$ cat src/rtl/wdt_pkg.sv
package wdt_pkg;

  localparam longint unsigned MS_MIN = 1000;
  localparam longint unsigned MS_MAX = 2250;

  // requested timeout forced into the allowed window
  function automatic longint unsigned clamp_ms(longint unsigned ms);
    if (ms < MS_MIN) return MS_MIN;
    if (ms > MS_MAX) return MS_MAX;
    return ms;
  endfunction

  // number of clock ticks in one timeout
  function automatic longint unsigned timeout_ticks(longint unsigned hz,
                                                    longint unsigned ms);
    return (hz * clamp_ms(ms)) / 1000;
  endfunction

  // width of a counter holding 0 .. ticks-1
  function automatic int count_width(longint unsigned ticks);
    return (ticks < 3) ? 1 : $clog2(ticks);
  endfunction

endpackage

$ cat src/rtl/wdt_sync.sv
module wdt_sync #(
  parameter int STAGES  = 2,
  parameter bit RST_VAL = 1'b0
) (
  input  logic clk,
  input  logic rst_n,
  input  logic din,
  output logic dout
);
  logic [STAGES-1:0] chain;

  generate
    for (genvar i = 0; i < STAGES; i++) begin : g_stage
      if (i == 0) begin : g_first
        always_ff @(posedge clk) begin
          if (!rst_n) chain[0] <= RST_VAL;
          else        chain[0] <= din;
        end
      end else begin : g_next
        always_ff @(posedge clk) begin
          if (!rst_n) chain[i] <= RST_VAL;
          else        chain[i] <= chain[i-1];
        end
      end
    end
  endgenerate

  assign dout = chain[STAGES-1];
endmodule

$ cat src/rtl/wdt_edge.sv
module wdt_edge (
  input  logic clk,
  input  logic rst_n,
  input  logic lvl_s,
  output logic activity
);
  logic lvl_prev;

  always_ff @(posedge clk) begin
    if (!rst_n) lvl_prev <= 1'b0;
    else        lvl_prev <= lvl_s;
  end

  // one sample of difference is enough to flag activity
  assign activity = lvl_s ^ lvl_prev;


  // a change seen by the history flop must have been flagged one cycle earlier
  prev_follow_chk: assert property (@(posedge clk) disable iff (!rst_n)
    activity |=> (lvl_prev == $past(lvl_s)));
endmodule

$ cat src/rtl/wdt_timer.sv
module wdt_timer #(
  parameter longint unsigned TICKS = 32
) (
  input  logic clk,
  input  logic rst_n,
  input  logic hold,
  input  logic activity,
  output logic trip
);
  localparam int CW = wdt_pkg::count_width(TICKS);
  localparam logic [CW-1:0] LAST = CW'(TICKS - 1);

  logic [CW-1:0] cnt;
  logic          expire;
  logic          clear;

  assign expire = !hold && !activity && (cnt == LAST);
  assign clear  = hold | activity | expire;

  always_ff @(posedge clk) begin
    if (!rst_n) begin
      cnt  <= '0;
      trip <= 1'b0;
    end else begin
      cnt  <= clear ? '0 : cnt + 1'b1;
      trip <= expire;
    end
  end


  trip_single_chk: assert property (@(posedge clk) disable iff (!rst_n)
    trip |=> !trip);


  hold_clear_chk: assert property (@(posedge clk) disable iff (!rst_n)
    hold |=> (cnt == '0));


  act_clear_chk: assert property (@(posedge clk) disable iff (!rst_n)
    activity |=> (cnt == '0));


  trip_at_limit_chk: assert property (@(posedge clk) disable iff (!rst_n)
    trip |-> ($past(cnt) == LAST && cnt == '0));


  no_overflow_chk: assert property (@(posedge clk) disable iff (!rst_n)
    cnt <= LAST);
endmodule

$ cat src/rtl/wdog_tri_monitor.sv
module wdog_tri_monitor #(
  parameter int unsigned CLK_HZ      = 20_000_000,
  parameter int unsigned TIMEOUT_MS  = 1600,
  parameter int          SYNC_STAGES = 2
) (
  input  logic clk,
  input  logic rst_n,
  input  logic wd_level,
  input  logic wd_open,
  input  logic rst_active,
  input  logic backup_mode,
  output logic trip
);
  localparam longint unsigned TICKS =
    wdt_pkg::timeout_ticks(longint'(CLK_HZ), longint'(TIMEOUT_MS));

  logic lvl_s;
  logic open_s;
  logic activity;
  logic hold;

  wdt_sync #(.STAGES(SYNC_STAGES), .RST_VAL(1'b0)) u_sync_lvl (
    .clk(clk), .rst_n(rst_n), .din(wd_level), .dout(lvl_s));

  // reset value marks the line as open
  wdt_sync #(.STAGES(SYNC_STAGES), .RST_VAL(1'b1)) u_sync_open (
    .clk(clk), .rst_n(rst_n), .din(wd_open), .dout(open_s));

  wdt_edge u_edge (
    .clk(clk), .rst_n(rst_n), .lvl_s(lvl_s), .activity(activity));


  assign hold = open_s | rst_active | backup_mode;

  wdt_timer #(.TICKS(TICKS)) u_timer (
    .clk(clk), .rst_n(rst_n), .hold(hold), .activity(activity), .trip(trip));


  hold_no_trip_chk: assert property (@(posedge clk) disable iff (!rst_n)
    (rst_active || backup_mode) |=> !trip);
endmodule

$ cat config.mk
export PLATFORM = sky130hd
export DESIGN_NAME = wdog_tri_monitor
export DESIGN_NICKNAME = d
export VERILOG_FILES = /design/src/rtl/wdt_pkg.sv /design/src/rtl/wdt_sync.sv /design/src/rtl/wdt_edge.sv /design/src/rtl/wdt_timer.sv /design/src/rtl/wdog_tri_monitor.sv
export SDC_FILE = /design/constraint.sdc
export NUM_CORES = 1
export LEC_CHECK = 0
export ABC_CLOCK_PERIOD_IN_PS = 2620
export BUFFER_PORTS_ARGS = -buffer_cell sky130_fd_sc_hd__buf_4
export CAP_MARGIN = 5
export CORE_MARGIN = 4
export CORE_UTILIZATION = 45
export CTS_BUF_LIST = sky130_fd_sc_hd__clkbuf_4
export CTS_CLUSTER_DIAMETER = 120
export DETAILED_ROUTE_END_ITERATION = 8
export PLACE_DENSITY = 0.68
export SYNTH_ARGS = -nofsm -noshare
export SYNTH_HDL_FRONTEND = slang
export SYNTH_SLANG_ARGS = --single-unit
export TNS_END_PERCENT = 20
$ cat constraint.sdc
create_clock -name clk -period 2.62 [get_ports clk]
set_clock_uncertainty 0.15 [all_clocks]
set_input_delay 0.131 -clock clk [delete_from_list [all_inputs] [get_ports clk]]
set_output_delay 0.131 -clock clk [all_outputs]
set_load 0.01 [all_outputs]
==> flow_metrics.py, run 1 <==
metrics = {
    "outcome": {
        "outcome": "complete, no violations",
    },
    "floorplan": {
        "chip_height_um": 64.3,
        "core_um2": 3050,
        "number_of_placed_i_o_pins": 7,
        "rows": 20,
        "initial_standard_cell_utilization_of_the_core_pct": 46.7,
        "floorplan.die.width_um": 64.3,
        "die_area_um2": 4130,
    },
    "power_and_ir_drop": {
        "p_per_area_nw_per_um2": 588,
        "proportion_of_total_power_due_to_net_switching_pct": 17.4,
        "cellLeakagePower_nw": 0.498,
        "power.net_switching_w": 0.000166,
        "cellInternalPower_w": 0.000792,
        "seq_power_share_pct": 49.6,
        "comb_power_share_pct": 1.5,
        "vdd_drop_max_uv": 343,
        "p_clk_share_pct": 48.9,
    },
    "worst_setup_path": {
        "critPathCaptureType": "register",
        "worst-path-max-fanout": 11,
        "reg2reg_to": "u_timer.cnt[18]",
        "worst_r2r_startpoint": "u_timer.cnt[0]",
        "crit_path_top_delay_cell": "sky130_fd_sc_hd__or4_1",
        "slowest_delay_ns": 0.51,
        "worstRegToRegCells": 5,
        "start_kind": "register",
        "reg2reg_setup_slack_ns": 0.49,
        "crit_arrival_ns": 2.24,
        "timing_worst_setup_path_type": "reg2reg",
        "crit_path_cell_trace": "ha_1, nand2_1, or3_4, or4_1, a21oi_1",
        "worstPathRequired_ns": 2.73,
    },
    "placed_design": {
        "buffer_ports.inserted": 6,
        "dpl.cell_count": 208,
        "dp_hpwl_um": 2090,
        "finalWeightedCongestion": 0.814,
    },
    "clock_tree": {
        "root_buffer": "sky130_fd_sc_hd__clkbuf_4",
        "cts.clk_slew.worst_paths_ns": 0.10,
        "cts.hold.buffers_added": 3,
        "max-clock-path-buffers": 2,
        "postCtsSetupBuffers": 0,
        "clkSinkCount": 31,
        "cts_resized": 0,
        "htree_num_levels": 2,
        "cts-buffers-inserted": 5,
        "tritoncts_clock_tree": "yes",
        "clk-insertion-delay-late_ns": 0.34,
    },
    "min_path": {
        "timing.hold.worst.class": "in2reg",
        "worstHoldPathCells": 5,
        "min-delay-start": "rst_active",
        "holdPathEnd": "u_timer.cnt[22]",
    },
    "logic_synthesis": {
        "synth_flop_cell": "sky130_fd_sc_hd__dfxtp_1",
        "syn_inst": 164,
        "mappedNetlistNets": 171,
        "yosysWarningCount": 0,
        "post-synth-top-area-fraction_pct": 43.5,
        "synth_top_family_by_area": "simple AND/OR/NAND/NOR gates",
        "synthTopCellsByArea": "sky130_fd_sc_hd__dfxtp_1, sky130_fd_sc_hd__nand4_1, sky130_fd_sc_hd__a21oi_1",
        "synth.lib_cells_used.distinct": 36,
        "syn_area_um2": 1430,
        "synth_compound_area_share_pct": 11.1,
        "synth_edf_count": 0,
        "yosys.area_share.xor_xnor_pct": 6.14,
        "synthDominantAreaCellType": "sky130_fd_sc_hd__dfxtp_1",
        "post_synth_most_frequent_cells": "sky130_fd_sc_hd__dfxtp_1, sky130_fd_sc_hd__nor2_1, sky130_fd_sc_hd__a21oi_1, sky130_fd_sc_hd__nand2_1, sky130_fd_sc_hd__nand4_1",
        "yosys.area_share.simple_pct": 35.3,
        "yosysMostFrequentCell": "sky130_fd_sc_hd__dfxtp_1",
        "synthMuxAreaShare_pct": 0,
        "post_synth_fa_ha_maj_area_fraction_pct": 0.877,
        "yosys_register_bits": 31,
        "avgSynthCellArea_um2": 8.70,
        "ys_async_sr_fraction_pct": 0,
        "synth.yosys.seq_area_share_pct": 43.5,
    },
    "routing": {
        "drc": 0,
        "detailedRoute.firstPassIterationCount": 4,
        "drt_first_iter_violations": 89,
        "vias": 1263,
        "route.detailed.vias_per_inst": 5.77,
        "wire_per_inst_um": 13.2,
        "drt-total-wl_um": 2890,
        "ant_nets": 0,
    },
    "global_route": {
        "grt_max_degree": 15,
        "overflow": 0,
        "grt_pass1_wl_um": 5150,
        "globalRouteTotalUtil_pct": 16.1,
        "via_count_of_the_first_global_routing_pass": 1201,
        "number_of_antenna_violations_at_the_first_check_in_global_routing": 0,
    },
    "timing": {
        "final.min_clock_period_ns": 2.13,
        "worst_slew_pin_slew_ns": 0.449,
        "timing.fmax_mhz": 469,
        "slew_violations": 0,
        "maxSlewHeadroom_pct": 69.8,
        "post-route-period-util_pct": 81.4,
        "finalSetupViolCount": 0,
        "final_hold_viol_count": 0,
        "fin_setup_tns_ns": 0,
        "rsz_0062_raised_after_global_routing": "no",
    },
    "final_layout": {
        "syn_to_final_growth_pct": 14.4,
        "finalNonFillerCells": 219,
        "post_route_cells_drive_above_1_share_pct": 10.3,
        "seq_area_um2": 621,
        "final_core_util_pct": 53.4,
        "finish.net_count": 181,
        "number_of_filler_cells_placed_in_the_layout": 291,
        "antenna-diode-count": 0,
        "multiInputGateArea_um2": 761,
    },
    "flow_run": {
        "cap_violations": 0,
    },
}
-- area by class of cell --
type | count | area share, %
clock buffers | 6 | 2.76
flip-flops and latches | 31 | 38.0
repair buffers | 10 | 5.06
well taps | 44 | 3.37
clock inverters | 2 | 3.68
inverters | 2 | 0.460
multi-input cells | 124 | 46.6
-- flip-flops by register name, summed over array words and instances (netlist names) --
name / count
u_edge.lvl_prev: 1
u_sync_open.chain: 1
u_sync_lvl.chain: 1
u_timer.trip: 1
u_sync_open.dout: 1
u_sync_lvl.dout: 1
u_timer.cnt: 25
-- critical path: cells and delay by family (launching register included) --
family	cells	cell delay, ns
AOI/OAI and AO/OA	1	0.14
adders and majority gates	1	0.26
DFF	1	0.39
and+or+nand+nor	3	1.11
-- worst max path at each step --
stage,start,endpoint,slack [ns],cells after the start
final,u_timer.cnt[0],u_timer.cnt[18],0.49,5
after CTS,u_timer.cnt[0],u_timer.cnt[18],0.49,5
after detailed placement,u_timer.cnt[0],u_timer.cnt[18],0.53,5
after global routing,u_timer.cnt[0],u_timer.cnt[18],0.34,5
after floorplan,u_timer.cnt[0],u_timer.cnt[18],0.61,6
after global placement,u_timer.cnt[0],u_timer.cnt[16],0.62,5
-- cell families after synthesis --
logic type / after synthesis
simple gates: 86
flops: 31
compound gates: 27
xor+xnor: 10
buf+inv: 9
fa+ha+maj: 1
-- per-layer routing --
layer,wire length (µm),share of wire (%),track usage (%),vias up
li1,-,-,-,641
met1,1310,45,18.9,584
met2,1340,46,25.4,27
met3,145,5.0,4.92,11
met4,96,3.3,10.3,0
met5,0,0,0,-
-- per-stage QoR --
stage          setup WS, ns  hold slack, ns  power, W  cell area [µm²]
2_1_floorplan         0.605          0.0540  0.000490             1430
3_3_place_gp          0.616           0.168  0.000497             1500
3_5_place_dp          0.534           0.182  0.000498             1500
4_1_cts               0.491           0.117  0.000972             1630
5_1_grt               0.336           0.139  0.000997             1630
6_report              0.488           0.129  0.000959             1630
-- power groups by stage --
stage / sequential (W) / clock [W] / combinational [W]
global placement: 0.000486 / 0 / 0.0000111
floorplan: 0.000486 / 0 / 0.00000433
detailed placement: 0.000486 / 0 / 0.0000114
global route: 0.000476 / 0.000505 / 0.0000166
CTS: 0.000475 / 0.000481 / 0.0000149
finish: 0.000475 / 0.000469 / 0.0000149
-- layout by cell type (no fill, tap or decap), drive strengths merged, types with 2 or more instances in the layout --
cell type	count
dfxtp	31
and2	3
and4	3
and3	5
nand4	12
or3	7
bufinv	2
or4	4
nor2	14
clkbuf	6
o22ai	3
xor2	6
o31ai	3
nor4b	2
or4b	2
xnor2	4
buf	7
inv	2
a21oi	12
nand2b	2
nor3	5
nor4	2
nand2	11
nor4bb	2
nand3	10
dlygate4sd3	3
o21ai	5
(Power assumes the default switching activity.)
==> inputs of run 2 (changes only) <==
- ABC_AREA: default -> 1
- ABC_CLOCK_PERIOD_IN_PS: 2620 -> 1900
- PLACE_DENSITY: 0.68 -> 0.7
- clock period: 2.62 -> 1.9 ns (I/O delays scaled with it)
==> run 2 against run 1 <==
Total power grew 8.9%. Area after synthesis is 6.9% higher. Clock-buffer cell count did not move. Highest routed layer unchanged. Setup slack worse by 0.26 ns. Critical path type unchanged. Register-to-register slack worse by 0.26 ns. Critical path depth increased by 3.
==> flow_metrics.py, run 2 <==
metrics = {
    "outcome": {
        "outcome": "complete, no violations",
    },
    "logic_synthesis": {
        "yosysMostFrequentCell": "sky130_fd_sc_hd__nand2_1",
        "synth.yosys.seq_area_share_pct": 40.7,
        "synthTopCellsByArea": "sky130_fd_sc_hd__dfxtp_1, sky130_fd_sc_hd__nand2_1, sky130_fd_sc_hd__nor2_1",
        "post_synth_most_frequent_cells": "sky130_fd_sc_hd__nand2_1, sky130_fd_sc_hd__nor2_1, sky130_fd_sc_hd__dfxtp_1, sky130_fd_sc_hd__inv_1, sky130_fd_sc_hd__nand3_1",
        "synth_edf_count": 0,
        "syn_inst": 215,
        "mappedNetlistNets": 222,
        "yosys_register_bits": 31,
        "synth_flop_cell": "sky130_fd_sc_hd__dfxtp_1",
        "synthDominantAreaCellType": "sky130_fd_sc_hd__dfxtp_1",
        "avgSynthCellArea_um2": 7.09,
        "post-synth-top-area-fraction_pct": 40.7,
        "synth.lib_cells_used.distinct": 25,
        "yosysWarningCount": 0,
        "ys_async_sr_fraction_pct": 0,
        "syn_area_um2": 1530,
    },
    "placed_design": {
        "dp_hpwl_um": 2110,
        "buffer_ports.inserted": 6,
        "dpl.cell_count": 263,
        "finalWeightedCongestion": 0.832,
    },
    "routing": {
        "drt_first_iter_violations": 99,
        "met3_wirelength_um": 94,
        "drc": 0,
        "top_signal_layer_used": "met4",
        "wl_on_met1_um": 1460,
        "detailedRoute.firstPassIterationCount": 4,
        "drt-total-wl_um": 2810,
        "route.met2.wl_um": 1220,
        "ant_nets": 0,
        "vias": 1274,
        "route.detailed.vias_per_inst": 4.62,
        "wire_per_inst_um": 10.2,
    },
    "worst_setup_path": {
        "crit_arrival_ns": 1.72,
        "reg2reg_to": "u_timer.cnt[22]",
        "crit_path_top_delay_cell": "sky130_fd_sc_hd__dfxtp_1",
        "worstPathRequired_ns": 1.95,
        "timing_worst_setup_path_type": "reg2reg",
        "slowest_delay_ns": 0.36,
        "reg2reg_setup_slack_ns": 0.23,
        "worstSetupEndpoint": "u_timer.cnt[22]",
        "cp.depth": 8,
        "worst_path_most_repeated_cell": "sky130_fd_sc_hd__nand2_4",
        "crit_path_cell_trace": "ha_1, nand3_2, inv_2, nand2_4, nor2_4, nand2_2, nand2_4, nor2_1",
        "worstPathBufferInverterCount": 1,
        "worstRegToRegCells": 8,
        "cpLargestDelayFamily": "simple AND/OR/NAND/NOR gates",
        "worst-path-max-fanout": 24,
        "critPathCaptureType": "register",
        "start_kind": "register",
        "cp-startpoint": "u_timer.cnt[0]",
        "worst_r2r_startpoint": "u_timer.cnt[0]",
    },
    "final_layout": {
        "antenna-diode-count": 0,
        "number_of_filler_cells_placed_in_the_layout": 323,
        "largest_register_ffs": 25,
        "finish.net_count": 238,
        "layout.cells.most_common_list": "sky130_fd_sc_hd__nand2_1, sky130_fd_sc_hd__nor2_1, sky130_fd_sc_hd__dfxtp_1",
        "max_flop_register": "u_timer.cnt",
        "post_route_cells_drive_above_1_share_pct": 11.2,
        "commonest_non_fill_non_tap_cell_in_the_layout": "sky130_fd_sc_hd__nand2_1",
        "syn_to_final_growth_pct": 11.3,
        "finalNonFillerCells": 276,
    },
    "global_route": {
        "grt_max_degree": 25,
        "number_of_antenna_violations_at_the_first_check_in_global_routing": 0,
        "via_count_of_the_first_global_routing_pass": 1190,
        "globalRouteTotalUtil_pct": 14.9,
        "overflow": 0,
        "grt_pass1_wl_um": 5110,
    },
    "floorplan": {
        "chip_height_um": 66.2,
        "floorplan.die.width_um": 66.2,
        "initial_standard_cell_utilization_of_the_core_pct": 48.4,
        "core_um2": 3150,
        "number_of_placed_i_o_pins": 7,
        "die_area_um2": 4390,
        "rows": 20,
    },
    "clock_tree": {
        "htree_num_levels": 2,
        "clkSinkCount": 31,
        "clk-insertion-delay-late_ns": 0.32,
        "postCtsSetupBuffers": 0,
        "cts.clk_slew.worst_paths_ns": 0.09,
        "root_buffer": "sky130_fd_sc_hd__clkbuf_4",
        "cts-buffers-inserted": 5,
        "tritoncts_clock_tree": "yes",
        "cts_resized": 0,
        "max-clock-path-buffers": 2,
    },
    "timing": {
        "slew_violations": 0,
        "timing.fmax_mhz": 599,
        "worst_slew_pin_slew_ns": 0.344,
        "finalSetupViolCount": 0,
        "maxSlewHeadroom_pct": 77.0,
        "final.min_clock_period_ns": 1.67,
        "final_hold_viol_count": 0,
        "post-route-period-util_pct": 87.8,
        "fin_setup_tns_ns": 0,
        "rsz_0062_raised_after_global_routing": "no",
    },
    "min_path": {
        "timing.hold.worst.class": "in2reg",
        "worstHoldPathCells": 5,
    },
    "power_and_ir_drop": {
        "vdd_drop_max_uv": 365,
        "cellLeakagePower_nw": 0.599,
        "p_per_area_nw_per_um2": 615,
    },
    "flow_run": {
        "cap_violations": 0,
    },
}
-- run 2: worst min-delay path by stage --
stage                     start                   end  slack [ns]
global placement        wd_open  u_sync_open.chain[0]        0.12
finish              backup_mode          u_timer.trip        0.01
global route        backup_mode          u_timer.trip        0.05
CTS                 backup_mode          u_timer.trip        0.02
floorplan                 rst_n  u_sync_open.chain[0]        0.01
detailed placement      wd_open  u_sync_open.chain[0]        0.12
-- run 2: through the flow --
step	worst slack [ns]	total power [W]	hold slack, ns	utilization, %	cell area [µm²]
2_1_floorplan	0.388	0.000678	0.0137	-	1530
3_5_place_dp	0.225	0.000687	0.120	50.6	1600
4_1_cts	0.211	0.00105	0.0165	53.8	1700
3_3_place_gp	0.266	0.000687	0.119	50.6	1600
5_1_grt	0.0783	0.00108	0.0470	53.8	1700
6_report	0.232	0.00104	0.0144	53.8	1700
-- run 2: kinds of logic after synthesis --
group,count (synthesis),synth area share (%)
XOR/XNOR,13,7.47
flip-flops,31,40.7
buffers and inverters,23,7.14
adder cells (fa/ha/maj),1,0.820
AND/OR/NAND/NOR,138,40.4
AO/OA/AOI/OAI,9,3.53
-- run 2: final cells by class --
| type | count | area (µm²) | share of cell area (%) |
|---|---|---|---|
| Clock inverter | 2 | 7.51 | 0.442 |
| Multi-Input combinational cell | 161 | 796 | 46.9 |
| Tap cell | 44 | 55.1 | 3.24 |
| Inverter | 21 | 78.8 | 4.64 |
| Clock buffer | 6 | 45.0 | 2.65 |
| Timing Repair Buffer | 11 | 95.1 | 5.60 |
| Sequential cell | 31 | 621 | 36.6 |
-- run 2: power by group --
group / internal (W) / total (W) / switching (W) / leakage, nW
Clock: 0.000151 / 0.000365 / 0.000213 / 0.0307
Combinational: 0.0000160 / 0.0000243 / 0.00000830 / 0.318
Sequential: 0.000654 / 0.000656 / 0.00000165 / 0.251
-- run 2: what timing repair did --
item | 4_1_cts | 5_1_grt
hold buffers | 5 | 0
endpoints found under the setup margin | 0 | 0
hold endpoints to repair | 5 | 0
-- run 2: routing by layer --
| metal | global-route usage (%) | vias up |
|---|---|---|
| met5 | 0 | - |
| met4 | 5.33 | 0 |
| met3 | 4.08 | 5 |
| met2 | 21.7 | 14 |
| met1 | 20.9 | 557 |
| li1 | - | 698 |
-- run 2: worst reg2reg max path: stages (launching register included) --
cell and delay, ns:
sky130_fd_sc_hd__dfxtp_1 0.36, sky130_fd_sc_hd__ha_1 0.20, sky130_fd_sc_hd__nand3_2 0.13, sky130_fd_sc_hd__inv_2 0.12, sky130_fd_sc_hd__nand2_4 0.08, sky130_fd_sc_hd__nor2_4 0.12, sky130_fd_sc_hd__nand2_2 0.08, sky130_fd_sc_hd__nand2_4 0.23
sky130_fd_sc_hd__nor2_1 0.09
